--- config.mk ---
export PLATFORM = sky130hd
export DESIGN_NAME = rank_select_serial
export DESIGN_NICKNAME = d
export VERILOG_FILES = /design/src/rtl/rsel_pkg.sv /design/src/rtl/rsel_plane_ring.sv /design/src/rtl/rsel_popcount.sv /design/src/rtl/rsel_decide.sv /design/src/rtl/rank_select_serial.sv
export SDC_FILE = /design/constraint.sdc
export NUM_CORES = 1
export LEC_CHECK = 0
export BUFFER_PORTS_ARGS = -buffer_cell sky130_fd_sc_hd__buf_2
export CELL_PAD_IN_SITES_DETAIL_PLACEMENT = 1
export CELL_PAD_IN_SITES_GLOBAL_PLACEMENT = 1
export CORE_MARGIN = 10
export CORE_UTILIZATION = 46
export DETAILED_ROUTE_END_ITERATION = 16
export MAX_ROUTING_LAYER = met4
export PLACE_DENSITY = 0.92
export SETUP_SLACK_MARGIN = 0.05
export SLEW_MARGIN = 15
export SYNTH_ARGS = -nofsm -noshare
export SYNTH_HDL_FRONTEND = slang
export SYNTH_SLANG_ARGS = --single-unit
--- constraint.sdc ---
create_clock -name clk -period 8.8 [get_ports clk]
set_input_delay 1.32 -clock clk [delete_from_list [all_inputs] [get_ports clk]]
set_output_delay 1.32 -clock clk [all_outputs]
set_load 0.01 [all_outputs]
--- src/rtl/rsel_pkg.sv ---
package rsel_pkg;
    typedef enum logic [1:0] {
        S_IDLE   = 2'd0,
        S_SCAN   = 2'd1,
        S_FINISH = 2'd2
    } rsel_state_e;
endpackage

--- src/rtl/rsel_plane_ring.sv ---
// Bit-plane storage: plane j holds bit j of every sample. Rotates one plane
// per scan cycle so the MSB plane is always at the top; WIDTH rotations
// restore the loaded order.
module rsel_plane_ring #(
    parameter int WIDTH = 8,
    parameter int COUNT = 9
) (
    input  logic                   clk,
    input  logic                   rst_n,
    input  logic                   load,
    input  logic                   rotate,
    input  logic [COUNT*WIDTH-1:0] win_data,
    output logic [COUNT-1:0]       top_plane
);
    logic [COUNT-1:0] ring  [WIDTH];
    logic [COUNT-1:0] fresh [WIDTH];

    for (genvar j = 0; j < WIDTH; j++) begin : g_plane
        for (genvar i = 0; i < COUNT; i++) begin : g_sample
            assign fresh[j][i] = win_data[i*WIDTH + j];
        end

        if (j == 0) begin : g_wrap
            always_ff @(posedge clk or negedge rst_n) begin
                if (!rst_n)      ring[j] <= '0;
                else if (load)   ring[j] <= fresh[j];
                else if (rotate) ring[j] <= ring[WIDTH-1];
            end
        end else begin : g_link
            always_ff @(posedge clk or negedge rst_n) begin
                if (!rst_n)      ring[j] <= '0;
                else if (load)   ring[j] <= fresh[j];
                else if (rotate) ring[j] <= ring[j-1];
            end
        end
    end

    assign top_plane = ring[WIDTH-1];
endmodule

--- src/rtl/rsel_popcount.sv ---
module rsel_popcount #(
    parameter int COUNT = 9,
    parameter int CW    = $clog2(COUNT+1)
) (
    input  logic [COUNT-1:0] vec,
    output logic [CW-1:0]    ones
);
    always_comb begin
        ones = '0;
        for (int i = 0; i < COUNT; i++) ones = ones + CW'(vec[i]);
    end
endmodule

--- src/rtl/rsel_decide.sv ---
// One elimination step on a single bit plane.
module rsel_decide #(
    parameter int COUNT = 9,
    parameter int CW    = $clog2(COUNT+1)
) (
    input  logic [COUNT-1:0] mask,
    input  logic [COUNT-1:0] plane,
    input  logic [CW-1:0]    remaining,
    output logic             bit_one,
    output logic [COUNT-1:0] next_mask,
    output logic [CW-1:0]    next_rem
);
    logic [CW-1:0] ones;

    rsel_popcount #(.COUNT(COUNT), .CW(CW)) u_pop (
        .vec  (mask & plane),
        .ones (ones)
    );

    always_comb begin
        bit_one = (ones >= remaining);
        if (bit_one) begin
            next_mask = mask & plane;
            next_rem  = remaining;
        end else begin
            next_mask = mask & ~plane;
            next_rem  = remaining - ones;
        end
    end
endmodule

--- src/rtl/rank_select_serial.sv ---
module rank_select_serial #(
    parameter  int WIDTH = 8,
    parameter  int COUNT = 9,
    localparam int CW    = $clog2(COUNT+1),
    localparam int PW    = $clog2(WIDTH+1)
) (
    input  logic                   clk,
    input  logic                   rst_n,
    input  logic                   start,
    input  logic                   keep_win,
    input  logic [COUNT*WIDTH-1:0] win_data,
    input  logic [CW-1:0]          rank_sel,
    output logic                   busy,
    output logic                   res_bit,
    output logic                   res_vld,
    output logic [WIDTH-1:0]       result,
    output logic                   done
);
    import rsel_pkg::*;

    rsel_state_e      state, state_nx;
    logic [PW-1:0]    plane_left;
    logic [COUNT-1:0] cand_mask;
    logic [CW-1:0]    rem_rank;
    logic [WIDTH-1:0] accum;
    logic [WIDTH-1:0] result_q;
    logic             done_q;

    logic             accept;
    logic             last_plane;
    logic [COUNT-1:0] top_plane;
    logic             bit_one;
    logic [COUNT-1:0] next_mask;
    logic [CW-1:0]    next_rem;

    assign accept     = (state == S_IDLE) && start;
    assign last_plane = (plane_left == '0);

    rsel_plane_ring #(.WIDTH(WIDTH), .COUNT(COUNT)) u_ring (
        .clk       (clk),
        .rst_n     (rst_n),
        .load      (accept && !keep_win),
        .rotate    (state == S_SCAN),
        .win_data  (win_data),
        .top_plane (top_plane)
    );

    rsel_decide #(.COUNT(COUNT), .CW(CW)) u_decide (
        .mask      (cand_mask),
        .plane     (top_plane),
        .remaining (rem_rank),
        .bit_one   (bit_one),
        .next_mask (next_mask),
        .next_rem  (next_rem)
    );

    // State register
    always_ff @(posedge clk or negedge rst_n) begin
        if (!rst_n) state <= S_IDLE;
        else        state <= state_nx;
    end

    // Transitions
    always_comb begin
        state_nx = state;
        unique case (state)
            S_IDLE:   if (start) state_nx = S_SCAN;
            S_SCAN:   if (last_plane) state_nx = S_FINISH;
            S_FINISH: state_nx = S_IDLE;
            default:  state_nx = S_IDLE;
        endcase
    end

    // Scan datapath
    always_ff @(posedge clk or negedge rst_n) begin
        if (!rst_n) begin
            plane_left <= '0;
            cand_mask  <= '0;
            rem_rank   <= '0;
            accum      <= '0;
            result_q   <= '0;
            done_q     <= 1'b0;
        end else begin
            done_q <= 1'b0;
            unique case (state)
                S_IDLE: if (start) begin
                    plane_left <= PW'(WIDTH-1);
                    cand_mask  <= '1;
                    rem_rank   <= rank_sel;
                    accum      <= '0;
                end
                S_SCAN: begin
                    plane_left <= plane_left - 1'b1;
                    cand_mask  <= next_mask;
                    rem_rank   <= next_rem;
                    accum      <= (accum << 1) | WIDTH'(bit_one);
                end
                S_FINISH: begin
                    result_q <= accum;
                    done_q   <= 1'b1;
                end
                default: ;
            endcase
        end
    end

    // Outputs
    always_comb begin
        busy    = (state != S_IDLE);
        res_vld = (state == S_SCAN);
        res_bit = res_vld && bit_one;
        result  = result_q;
        done    = done_q;
    end
endmodule

==> results of run 1 <==
[where the power goes]
group / internal, mW / leakage [nW] / switching, mW
clock: 0.122 / 0.0983 / 0.180
combinational: 0.387 / 1.44 / 0.526
sequential: 0.715 / 1.37 / 0.155
total: 1.22 / 2.90 / 0.861
[state kept, by name, indices dropped and copies added, names as in the netlist]
register and count:
u_ring.ring 63, cand_mask 9, u_ring.top_plane 9, accum 8, result 8, plane_left 4
rem_rank 4, state 2, done 1
[worst min-delay path by stage]
| stage | from | endpoint | cells past startpoint |
|---|---|---|---|
| after floorplan | u_ring.ring[12]$_DFFE_PN0P_ | u_ring.ring[12]$_DFFE_PN0P_ | 2 |
| after global placement | u_ring.ring[10]$_DFFE_PN0P_ | u_ring.ring[10]$_DFFE_PN0P_ | 2 |
| after detailed placement | u_ring.ring[11]$_DFFE_PN0P_ | u_ring.ring[11]$_DFFE_PN0P_ | 2 |
| after CTS | u_ring.ring[11]$_DFFE_PN0P_ | u_ring.ring[11]$_DFFE_PN0P_ | 2 |
| after global routing | u_ring.ring[17]$_DFFE_PN0P_ | u_ring.ring[17]$_DFFE_PN0P_ | 2 |
| final | u_ring.ring[40]$_DFFE_PN0P_ | u_ring.ring[40]$_DFFE_PN0P_ | 2 |
[per-layer routing]
metal	routed length (um)	up-vias	part of all wire, %
li1	-	1827	-
met1	5730	1948	42
met2	6770	98	50
met3	605	28	4.5
met4	403	0	3.0
met5	0	-	0
[final cells by class]
type	count	share of cell area (%)
Clock buffer	11	2.65
Multi-Input combinational cell	341	36.3
Sequential cell	108	47.4
Timing Repair Buffer	95	8.90
Tap cell	136	2.98
Inverter	14	0.921
Antenna cell	3	0.132
Clock inverter	5	0.724
[synthesized netlist by cell type (3+ instances only)]
master / count / area share (%)
sky130_fd_sc_hd__a211oi_1: 6 / 0.90
sky130_fd_sc_hd__a21oi_1: 13 / 1.3
sky130_fd_sc_hd__a22oi_1: 54 / 8.1
sky130_fd_sc_hd__and2_1: 5 / 0.63
sky130_fd_sc_hd__buf_2: 23 / 2.3
sky130_fd_sc_hd__clkbuf_1: 3 / 0.23
sky130_fd_sc_hd__dfrtp_1: 108 / 54
sky130_fd_sc_hd__fa_1: 6 / 2.4
sky130_fd_sc_hd__ha_1: 7 / 1.8
sky130_fd_sc_hd__inv_1: 13 / 0.98
sky130_fd_sc_hd__mux2_2: 8 / 1.8
sky130_fd_sc_hd__mux2i_1: 18 / 3.6
sky130_fd_sc_hd__nand2_1: 149 / 11
sky130_fd_sc_hd__nand3_1: 8 / 0.80
sky130_fd_sc_hd__nor2_1: 13 / 0.98
sky130_fd_sc_hd__o21ai_0: 22 / 2.2
sky130_fd_sc_hd__xnor2_1: 9 / 1.6
sky130_fd_sc_hd__xor2_1: 3 / 0.53
[logic make-up (layout without fill, tap and decap cells)]
group / after synthesis / count (layout)
XOR/XNOR: 12 / 12
multiplexers: 26 / 26
AO/OA/AOI/OAI: 100 / 100
adder cells (fa/ha/maj): 13 / 13
other: 0 / 3
AND/OR/NAND/NOR: 190 / 190
buffers and inverters: 46 / 125
flip-flops: 108 / 108
[through the flow]
stage               cell area [um2]  utilization, %  setup WS [ns]  instances  power [mW]
floorplan                      4990               -           3.45        495        1.53
global placement               5480            52.4           3.36        693        1.69
detailed placement             5480            52.4           3.08        693        1.78
CTS                            5670            54.2           2.62        709        2.09
global route                   5700            54.5           2.46        711        2.26
finish                         5710            54.5           2.67        713        2.09
[worst max-delay path: cells and delay by family, from the launching register on]
family | cells | cell delay (ns)
flip-flops | 1 | 0.42
AO/OA/AOI/OAI | 1 | 0.42
adder cells (fa/ha/maj) | 6 | 2.82
buffers and inverters | 4 | 0.42
AND/OR/NAND/NOR | 3 | 0.36
==> results.yml, run 1 <==
run_status:
  outcome: "complete, no violations"
die:
  floorplan.core_area_um2: 10500
  dieArea_um2: 15400
  std_cell_rows: 37
  initial_core_utilization_pct: 47.7
  design.portCount: 92
  vertical_extent_of_the_die_um: 124
  die_w_um: 124
detailed_routing:
  drc: 0
  postRouteAntennaNets: 0
  dr.first_iter.drc_count: 320
  drt_wl_total_um: 13500
  dr.pass1.iters: 4
  via_count: 3901
  via_count_normalized_by_instance_count: 5.47
  wl_per_cell_um: 19.0
sta:
  timing.final.max_slew_violations: 0
  period_share_pct: 69.7
  setup-violations-final: 0
  timing.fmax_ghz: 0.163
  worst_max_slew_pin_slew_ns: 0.997
  grt_setup_unrepaired: "false"
  slew-limit-headroom_pct: 33.6
  finalHoldViolCount: 0
  final.min_clock_period_ns: 6.13
  final.setup_skew_ns: 0.0174
  totalNegativeSetupSlack_ns: 0
  worst_hold_slack_ns: 0.488
layout:
  multiInputGateArea_um2: 2070
  layout.cells.most_common_list: "sky130_fd_sc_hd__nand2_1 (149), sky130_fd_sc_hd__dfrtp_1 (108), sky130_fd_sc_hd__buf_2 (90)"
  flow.area_growth_from_synthesis_pct: 14.3
  drive_above_1_share_pct: 22.6
  layout.cells.most_common: "sky130_fd_sc_hd__nand2_1"
  layout.nets: 662
  regArea_um2: 2700
  fillerInstances: 1218
worst_setup_path:
  r2r_end: "rem_rank[3]$_DFFE_PN0P_"
  cp_slowest_cell: "sky130_fd_sc_hd__fa_1"
  reg2reg_from: "u_ring.top_plane[0]$_DFFE_PN0P_"
  path_max_fanout: 15
  rrSetupSlack_ns: 4.12
  r2r_cells: 14
  startpoint_type: "register"
  worst_path_most_repeated_cell: "sky130_fd_sc_hd__fa_1"
  worstPathArrival_ns: 4.81
  setup.worst_path.start: "u_ring.top_plane[0]$_DFFE_PN0P_"
  timing.critical_path.to_type: "output port"
  crit_chain: "nand2_1 > fa_1 > fa_1 > inv_1 > fa_1 > fa_1 > inv_1 > fa_1 > inv_1 > fa_1 > nor2b_4 > o311a_4 > nor2_1 > buf_2"
  timing.setup.critical_path_class: "reg2out"
  worst_path_largest_cell_delay_ns: 0.56
  critPathRequiredTime_ns: 7.48
  crit_path_end: "res_bit"
clocking:
  cts.clk_slew.worst_paths_ns: 0.11
  cts_htree_levels: 3
  cts_post_setup_buffers_inserted: 0
  clock_insertion_delay_worst_skew_ns: 0.39
  cts_max_path_buffers: 2
  tritoncts: "yes"
  post_cts_resized: 0
  clk_root_buffer_cell: "sky130_fd_sc_hd__clkbuf_8"
  ctsHoldBuffers: 0
  tritoncts_num_sinks: 108
  cts-buffers-inserted: 9
synth:
  yosys_cell_types: 42
  synth_edf_count: 0
  post_synth_mux_area_share_pct: 5.41
  synth_flop_cell: "sky130_fd_sc_hd__dfrtp_1"
  post_synth_fa_ha_maj_area_fraction_pct: 4.16
  seq_area_frac_synth_pct: 54.1
  post_synth_instance_area_um2: 4990
  synth_seq_cells: 108
  yosys.area_share.xor_xnor_pct: 2.11
  synth_top_family_by_area: "simple AND/OR/NAND/NOR gates"
  synth.net_count: 588
  synthCells: 495
  synth-simple-area-share_pct: 16.1
  avgSynthCellArea_um2: 10.1
  synth-warning-count: 0
  synth_compound_area_share_pct: 13.6
  synthArstFlopShare_pct: 100
power:
  pwr_density_cell_nw_per_um2: 365
  p_leak_nw: 2.90
  ir_worst_vdd_mv: 0.184
global_routing:
  gr-max-usage-layer: "met2"
  grt.met1_usage_pct: 21.6
  grt_util_met2_pct: 30.2
  globalRoute.totalOverflow: 0
  grt_antenna_before_repair: 1
  largest_net_degree_at_the_start_of_global_routing: 92
  met3_global_route_usage_pct: 4.34
  global_route_wire_length_before_repair_um: 21800
  first_global_vias: 4254
  grt_usage_pct: 18.5
placed_design:
  gpl.final_weighted_congestion: 0.830
  port-buffer-count: 91
  hpwl_um: 9450
hold_path:
  min_path_type: "reg2reg"
job:
  drv.max_cap_violation_count: 0
Power figures use the tool's default switching activity.
==> inputs of run 2 (changes only) <==
ABC_AREA = 1   (was default)
CORE_UTILIZATION = 38   (was 46)
PLACE_DENSITY = 0.82   (was 0.92)
clock period = 5.2 ns   (was 8.8 ns; I/O delays follow)
==> run 2 against run 1 <==
  * Die area increased by 25%
  * Clock skew down 0.0055 ns
  * Cell area rose by 12%
  * Register-to-register slack worse by 3.4 ns
  * Critical path depth increased by 3
  * Utilization decreased by 8.7 points
  * Sequential share of layout area down 4.9 points
  * Global-route usage fell by 1.4 points
  * Cell count increased by 21%
  * Critical endpoint unchanged
  * Highest routed layer unchanged
==> results.yml, run 2 <==
synth:
  yosys.area_share.xor_xnor_pct: 0.326
  seq_area_frac_synth_pct: 50.3
  synth-warning-count: 0
  synth_top_family_by_area: "simple AND/OR/NAND/NOR gates"
  avgSynthCellArea_um2: 9.07
  synth.net_count: 685
  synth-simple-area-share_pct: 19.6
  synthMostInstantiatedCell: "sky130_fd_sc_hd__dfrtp_1"
  post_synth_mux_area_share_pct: 0.186
  synth_edf_count: 0
  yosys.area.top_type: "sky130_fd_sc_hd__dfrtp_1"
  post_synth_fa_ha_maj_area_fraction_pct: 3.87
  ys_top_cells_by_count: "sky130_fd_sc_hd__dfrtp_1 (108), sky130_fd_sc_hd__nand2_1 (106), sky130_fd_sc_hd__nand3_1 (102)"
  synthCells: 592
  synthArstFlopShare_pct: 100
  synth_flop_cell: "sky130_fd_sc_hd__dfrtp_1"
  yosys_cell_types: 29
  synth_compound_area_share_pct: 16.7
  post_synth_instance_area_um2: 5370
  synth_seq_cells: 108
  synthTopCellsByArea: "sky130_fd_sc_hd__dfrtp_1 (50%), sky130_fd_sc_hd__nand3_1 (9.5%), sky130_fd_sc_hd__nand2_1 (7.4%)"
  yosys.area.top_type_share_pct: 50.3
worst_setup_path:
  timing.setup.critical_path_class: "reg2out"
  path_max_fanout: 4
  timing.critical_path.to_type: "output port"
  worstPathArrival_ns: 4.25
  startpoint_type: "register"
  critPathRequiredTime_ns: 4.42
power:
  switching_power_mw: 2.07
  seq_power_share_pct: 31.1
  ir_worst_vdd_mv: 0.275
  p_comb_share_pct: 54.7
  p_leak_nw: 3.11
  share_clk_of_total_power_pct: 14.2
  cellInternalPower_mw: 2.57
  pwr_density_cell_nw_per_um2: 728
  power.share.switching_pct: 44.6
die:
  floorplan.core_area_um2: 13900
  vertical_extent_of_the_die_um: 139
  dieArea_um2: 19300
  std_cell_rows: 43
  design.portCount: 92
  die_w_um: 139
  initial_core_utilization_pct: 38.7
detailed_routing:
  dr.first_iter.drc_count: 263
  wl_met3_um: 588
  drt_wl_total_um: 16200
  via_count_normalized_by_instance_count: 5.26
  m1WireLength_um: 7240
  postRouteAntennaNets: 0
  met2RoutedLength_um: 8100
  via_count: 4545
  drc: 0
  dr.pass1.iters: 4
  wl_per_cell_um: 18.7
  highest-signal-layer: "met4"
layout:
  final_cells: 864
  layout.nets: 772
  regMostFlops: "u_ring.ring"
  antenna_diode_instance_count: 0
  drive_above_1_share_pct: 26.9
  flow.area_growth_from_synthesis_pct: 18.5
  final_area_um2: 6360
  final_core_utilization_pct: 45.8
  layout.cells.most_common: "sky130_fd_sc_hd__dfrtp_1"
  layout.cells.most_common_list: "sky130_fd_sc_hd__dfrtp_1 (108), sky130_fd_sc_hd__nand3_1 (101), sky130_fd_sc_hd__nand2_1 (100)"
  largest_reg_flops: 63
sta:
  setup-violations-final: 0
  timing.final.max_slew_violations: 0
  timing.fmax_ghz: 0.199
  worst_max_slew_pin_slew_ns: 0.999
  period_share_pct: 96.7
  worst_hold_slack_ns: 0.484
  final.min_clock_period_ns: 5.03
  finalHoldViolCount: 0
  slew-limit-headroom_pct: 33.4
  final.setup_skew_ns: 0.0119
clocking:
  tritoncts: "yes"
  clock_insertion_delay_worst_skew_ns: 0.36
  cts-buffers-inserted: 9
  ctsHoldBuffers: 0
  clk_root_buffer_cell: "sky130_fd_sc_hd__clkbuf_16"
  cts.clk_slew.worst_paths_ns: 0.08
  cts_max_path_buffers: 2
  tritoncts_num_sinks: 108
  cts_htree_levels: 3
run_status:
  outcome: "complete, no violations"
placed_design:
  placed_cells_incl_taps: 831
  gpl.final_weighted_congestion: 0.849
  hpwl_um: 11200
  postPlaceCellArea_um2: 5890
  port-buffer-count: 91
hold_path:
  min_path_type: "reg2reg"
global_routing:
  first_global_vias: 4969
  largest_net_degree_at_the_start_of_global_routing: 78
  global_route_wire_length_before_repair_um: 26400
  grt_usage_pct: 17.1
  globalRoute.totalOverflow: 0
  grt_antenna_before_repair: 0
job:
  drv.max_cap_violation_count: 0
-- run 2: cell count changes in the layout (fill, tap and decap cells not counted), moves of 11 or more --
cell | previous run | this run
sky130_fd_sc_hd__nand3_1 | 8 | 101
sky130_fd_sc_hd__a22oi_1 | 54 | 1
sky130_fd_sc_hd__inv_1 | 13 | 62
sky130_fd_sc_hd__nand2_1 | 149 | 100
sky130_fd_sc_hd__o21ai_0 | 22 | 50
sky130_fd_sc_hd__o211ai_2 | 0 | 25
sky130_fd_sc_hd__o211ai_1 | 1 | 23
sky130_fd_sc_hd__buf_4 | 4 | 24
sky130_fd_sc_hd__mux2i_1 | 18 | 1
sky130_fd_sc_hd__a21oi_1 | 13 | 1
sky130_fd_sc_hd__a31oi_1 | 0 | 11
sky130_fd_sc_hd__clkbuf_8 | 11 | 0
-- run 2: cell families (layout without fill, tap and decap cells) --
| logic type | after synthesis | count (layout) |
|---|---|---|
| multiplexers | 1 | 1 |
| flip-flops | 108 | 108 |
| adder cells (fa/ha/maj) | 13 | 13 |
| AND/OR/NAND/NOR | 233 | 233 |
| XOR/XNOR | 2 | 2 |
| AO/OA/AOI/OAI | 124 | 124 |
| buffers and inverters | 111 | 203 |
-- run 2: per-layer routing --
layer | vias up | global-route usage, %
met5 | - | -
met4 | 0 | 3.95
met3 | 17 | 3.42
met2 | 103 | 27.8
met1 | 2257 | 21.5
li1 | 2168 | -
-- run 2: critical path, cell delays in order (launching register included) --
cell	delay, ns
sky130_fd_sc_hd__dfrtp_1	0.38
sky130_fd_sc_hd__nand2_2	0.08
sky130_fd_sc_hd__fa_1	0.48
sky130_fd_sc_hd__fa_1	0.53
sky130_fd_sc_hd__inv_2	0.04
sky130_fd_sc_hd__fa_1	0.57
sky130_fd_sc_hd__fa_2	0.23
sky130_fd_sc_hd__inv_2	0.05
sky130_fd_sc_hd__fa_2	0.59
sky130_fd_sc_hd__inv_2	0.05
sky130_fd_sc_hd__fa_2	0.35
sky130_fd_sc_hd__inv_2	0.06
sky130_fd_sc_hd__nand3_2	0.08
sky130_fd_sc_hd__nand2_4	0.10
sky130_fd_sc_hd__nand2_4	0.06
sky130_fd_sc_hd__nand2_4	0.07
sky130_fd_sc_hd__inv_2	0.04
sky130_fd_sc_hd__buf_6	0.11
-- run 2: layout make-up --
cell class | instances | area, um2
fillers | 1657 | 7520
clock buffers | 10 | 229
inverters | 73 | 277
well taps | 180 | 225
multi-input cells | 373 | 2240
clock inverters | 6 | 50.0
flip-flops and latches | 108 | 2700
repair buffers | 114 | 637
-- run 2: power groups by stage --
| stage | clock network, mW | registers (mW) | logic (mW) |
|---|---|---|---|
| 4_1_cts | 0.674 | 1.44 | 2.24 |
| 3_3_place_gp | 0 | 1.42 | 2.00 |
| 6_report | 0.657 | 1.44 | 2.53 |
| 2_1_floorplan | 0 | 1.40 | 1.61 |
| 5_1_grt | 0.711 | 1.48 | 2.85 |
| 3_5_place_dp | 0 | 1.45 | 2.17 |
-- run 2: worst paths after layout --
check	startpoint	end	slack [ns]	cells past startpoint
max in group asynchronous	rst_n	rem_rank[0]$_DFFE_PN0P_	3.55	2
hold / removal	result[7]$_DFFE_PN0P_	result[7]$_DFFE_PN0P_	0.48	2
setup reg to reg	u_ring.top_plane[3]$_DFFE_PN0P_	cand_mask[2]$_DFFE_PN0P_	0.70	20
hold reg to reg	result[7]$_DFFE_PN0P_	result[7]$_DFFE_PN0P_	0.48	2
min in group asynchronous	rst_n	plane_left[1]$_DFFE_PN0P_	0.58	1
setup / recovery	u_ring.top_plane[3]$_DFFE_PN0P_	res_bit	0.17	17
-- run 2: what timing repair did --
item / 4_1_cts / 5_1_grt
gates resized for setup: 5 / 17
setup buffers: 4 / 13
pin swaps: 2 / 12
endpoints found under the setup margin: 1 / 1
-- run 2: stage by stage --
stage	power [mW]	setup WS, ns	setup TNS [ns]
floorplan	3.01	0.628	0
global placement	3.42	0.384	0
CTS	4.35	0.0727	0
global route	5.04	-0.000281	-0.000281
finish	4.63	0.170	0
detailed placement	3.62	0.176	0
==> inputs of run 3 (changes only) <==
CORE_UTILIZATION = 31   (was 38)
PLACE_DENSITY = 0.71   (was 0.82)
SETUP_SLACK_MARGIN = 0.2   (was 0.05)
==> run 3 against run 2 <==
  * Register-to-register slack improved by 0.13 ns
  * Die area rose by 19%
  * Clock skew fell by 0.0026 ns
  * Combinational power fell by 3%
  * Critical path type unchanged
  * Critical endpoint unchanged
  * Highest routed layer unchanged
==> results.yml, run 3 (synthesized netlist as in run 2, its figures left out) <==
detailed_routing:
  drc: 0
  postRouteAntennaNets: 0
  via_count_normalized_by_instance_count: 5.07
  drt_wl_total_um: 16400
  wl_per_cell_um: 18.1
  dr.first_iter.drc_count: 234
  dr.pass1.iters: 4
  via_count: 4588
global_routing:
  first_global_vias: 5042
  grt_usage_pct: 14.8
  global_route_wire_length_before_repair_um: 26500
  grt_antenna_before_repair: 0
  globalRoute.totalOverflow: 0
  largest_net_degree_at_the_start_of_global_routing: 67
die:
  vertical_extent_of_the_die_um: 152
  design.portCount: 92
  die_w_um: 152
  initial_core_utilization_pct: 31.4
  dieArea_um2: 23000
  std_cell_rows: 48
  floorplan.core_area_um2: 17100
clocking:
  tritoncts: "yes"
  cts_max_path_buffers: 2
  cts.clk_slew.worst_paths_ns: 0.08
  cts_htree_levels: 3
  clk_root_buffer_cell: "sky130_fd_sc_hd__clkbuf_16"
  clock_insertion_delay_worst_skew_ns: 0.36
  cts-buffers-inserted: 9
  tritoncts_num_sinks: 108
worst_setup_path:
  r2r_cells: 19
  timing.critical_path.to_type: "output port"
  timing.setup.critical_path_class: "reg2out"
  path_max_fanout: 2
  critPathRequiredTime_ns: 4.42
  startpoint_type: "register"
  worstPathArrival_ns: 4.25
layout:
  layout.cells.most_common: "sky130_fd_sc_hd__dfrtp_1"
  regArea_um2: 2700
  antenna_diode_instance_count: 0
  drive_above_1_share_pct: 26.5
  layout.cells.most_common_list: "sky130_fd_sc_hd__dfrtp_1 (108), sky130_fd_sc_hd__nand3_1 (101), sky130_fd_sc_hd__nand2_1 (100)"
  largest_reg_flops: 63
  fillerInstances: 2039
  final_area_um2: 6380
  regMostFlops: "u_ring.ring"
  final_cells: 905
  flow.area_growth_from_synthesis_pct: 18.8
  multiInputGateArea_um2: 2230
  layout.nets: 768
  final_core_utilization_pct: 37.3
placed_design:
  placed_cells_incl_taps: 875
  place_worst_setup_slack_ns: 0.166
  port-buffer-count: 91
  hpwl_um: 11300
  postPlaceCellArea_um2: 5940
  gpl.final_weighted_congestion: 0.840
sta:
  worst_max_slew_pin_slew_ns: 0.929
  timing.fmax_ghz: 0.199
  setup-violations-final: 0
  final.min_clock_period_ns: 5.03
  grt_setup_unrepaired: "true"
  period_share_pct: 96.7
  totalNegativeSetupSlack_ns: 0
  least_setup_slack_across_all_paths_after_layout_ns: 0.173
  finalHoldViolCount: 0
  final.setup_skew_ns: 0.00924
  timing.final.max_slew_violations: 0
  slew-limit-headroom_pct: 38.0
hold_path:
  min_path_type: "reg2reg"
  worstHoldPathCells: 1
power:
  pwr_density_cell_nw_per_um2: 714
  ir_worst_vdd_mv: 0.285
  p_leak_nw: 3.08
job:
  drv.max_cap_violation_count: 0
run_status:
  outcome: "complete, no violations"
==> run 3: changes by cell type in the layout (fill, tap and decap cells not counted) <==
| cell | change |
|---|---|
| sky130_fd_sc_hd__fa_1 | +1 |
| sky130_fd_sc_hd__buf_4 | -4 |
| sky130_fd_sc_hd__clkinv_2 | -1 |
| sky130_fd_sc_hd__clkinv_4 | -1 |
| sky130_fd_sc_hd__clkbuf_1 | -1 |
| sky130_fd_sc_hd__inv_6 | +1 |
| sky130_fd_sc_hd__nand2_2 | +3 |
| sky130_fd_sc_hd__nand2_4 | -3 |
| sky130_fd_sc_hd__fa_2 | -1 |
| sky130_fd_sc_hd__clkinvlp_4 | +2 |
==> run 3: stage by stage <==
step                      power (mW)  hold WS (ns)
after detailed placement        3.61         0.466
after floorplan                 3.01         0.435
after global routing            4.99         0.497
final                           4.56         0.480
after CTS                       4.41         0.477
after global placement          3.44         0.457
==> run 3: area by class of cell <==
type,count,share of cell area (%)
flip-flops and latches,108,42.4
multi-input cells,373,34.9
repair buffers,110,9.51
well taps,225,4.41
inverters,73,4.34
clock buffers,9,3.53
clock inverters,7,0.942
==> run 3: final timing paths <==
check / from / to / slack (ns)
worst max-delay path: u_ring.top_plane[1]$_DFFE_PN0P_ / res_bit / 0.17
max in group asynchronous: rst_n / u_ring.ring[71]$_DFFE_PN0P_ / 3.54
worst min-delay path: state[0]$_DFFE_PN0P_ / done$_DFF_PN0_ / 0.48
min in group asynchronous: rst_n / rem_rank[3]$_DFFE_PN0P_ / 0.53
worst max register to register: u_ring.top_plane[1]$_DFFE_PN0P_ / cand_mask[1]$_DFFE_PN0P_ / 0.83
worst min register to register: state[0]$_DFFE_PN0P_ / done$_DFF_PN0_ / 0.48
==> run 3: worst max-delay path: stages (launching register included) <==
cell and delay, ns:
sky130_fd_sc_hd__dfrtp_1 0.37, sky130_fd_sc_hd__nand2_2 0.08, sky130_fd_sc_hd__fa_1 0.50, sky130_fd_sc_hd__fa_1 0.54
sky130_fd_sc_hd__inv_2 0.05, sky130_fd_sc_hd__fa_1 0.58, sky130_fd_sc_hd__fa_2 0.24, sky130_fd_sc_hd__inv_2 0.04
sky130_fd_sc_hd__fa_1 0.53, sky130_fd_sc_hd__inv_2 0.05, sky130_fd_sc_hd__fa_2 0.38, sky130_fd_sc_hd__inv_2 0.06
sky130_fd_sc_hd__nand3_2 0.06, sky130_fd_sc_hd__nand2_2 0.10, sky130_fd_sc_hd__nand2_2 0.07, sky130_fd_sc_hd__nand2_2 0.08
sky130_fd_sc_hd__inv_2 0.05, sky130_fd_sc_hd__buf_6 0.11
==> run 3: what timing repair did <==
item / CTS / global route
endpoints found under the setup margin: 1 / 1
gates cloned: 0 / 0
hold buffers: 0 / 0
pin swaps: 8 / 9
resized for setup: 7 / 11
setup buffers: 8 / 6
==> run 3: routing by layer <==
layer | share of wire, % | up-vias | GRT usage [%]
met5 | 0 | - | -
met4 | 1.1 | 0 | 3.62
met3 | 3.9 | 13 | 3.12
met2 | 49 | 98 | 23.7
met1 | 46 | 2311 | 18.9
li1 | - | 2166 | -
==> run 3: power breakdown <==
group	total, mW	switching [mW]	leakage, nW	internal (mW)
combinational	2.45	1.50	1.59	0.950
sequential	1.43	0.188	1.35	1.24
clock	0.674	0.342	0.130	0.332
total	4.56	2.03	3.08	2.52
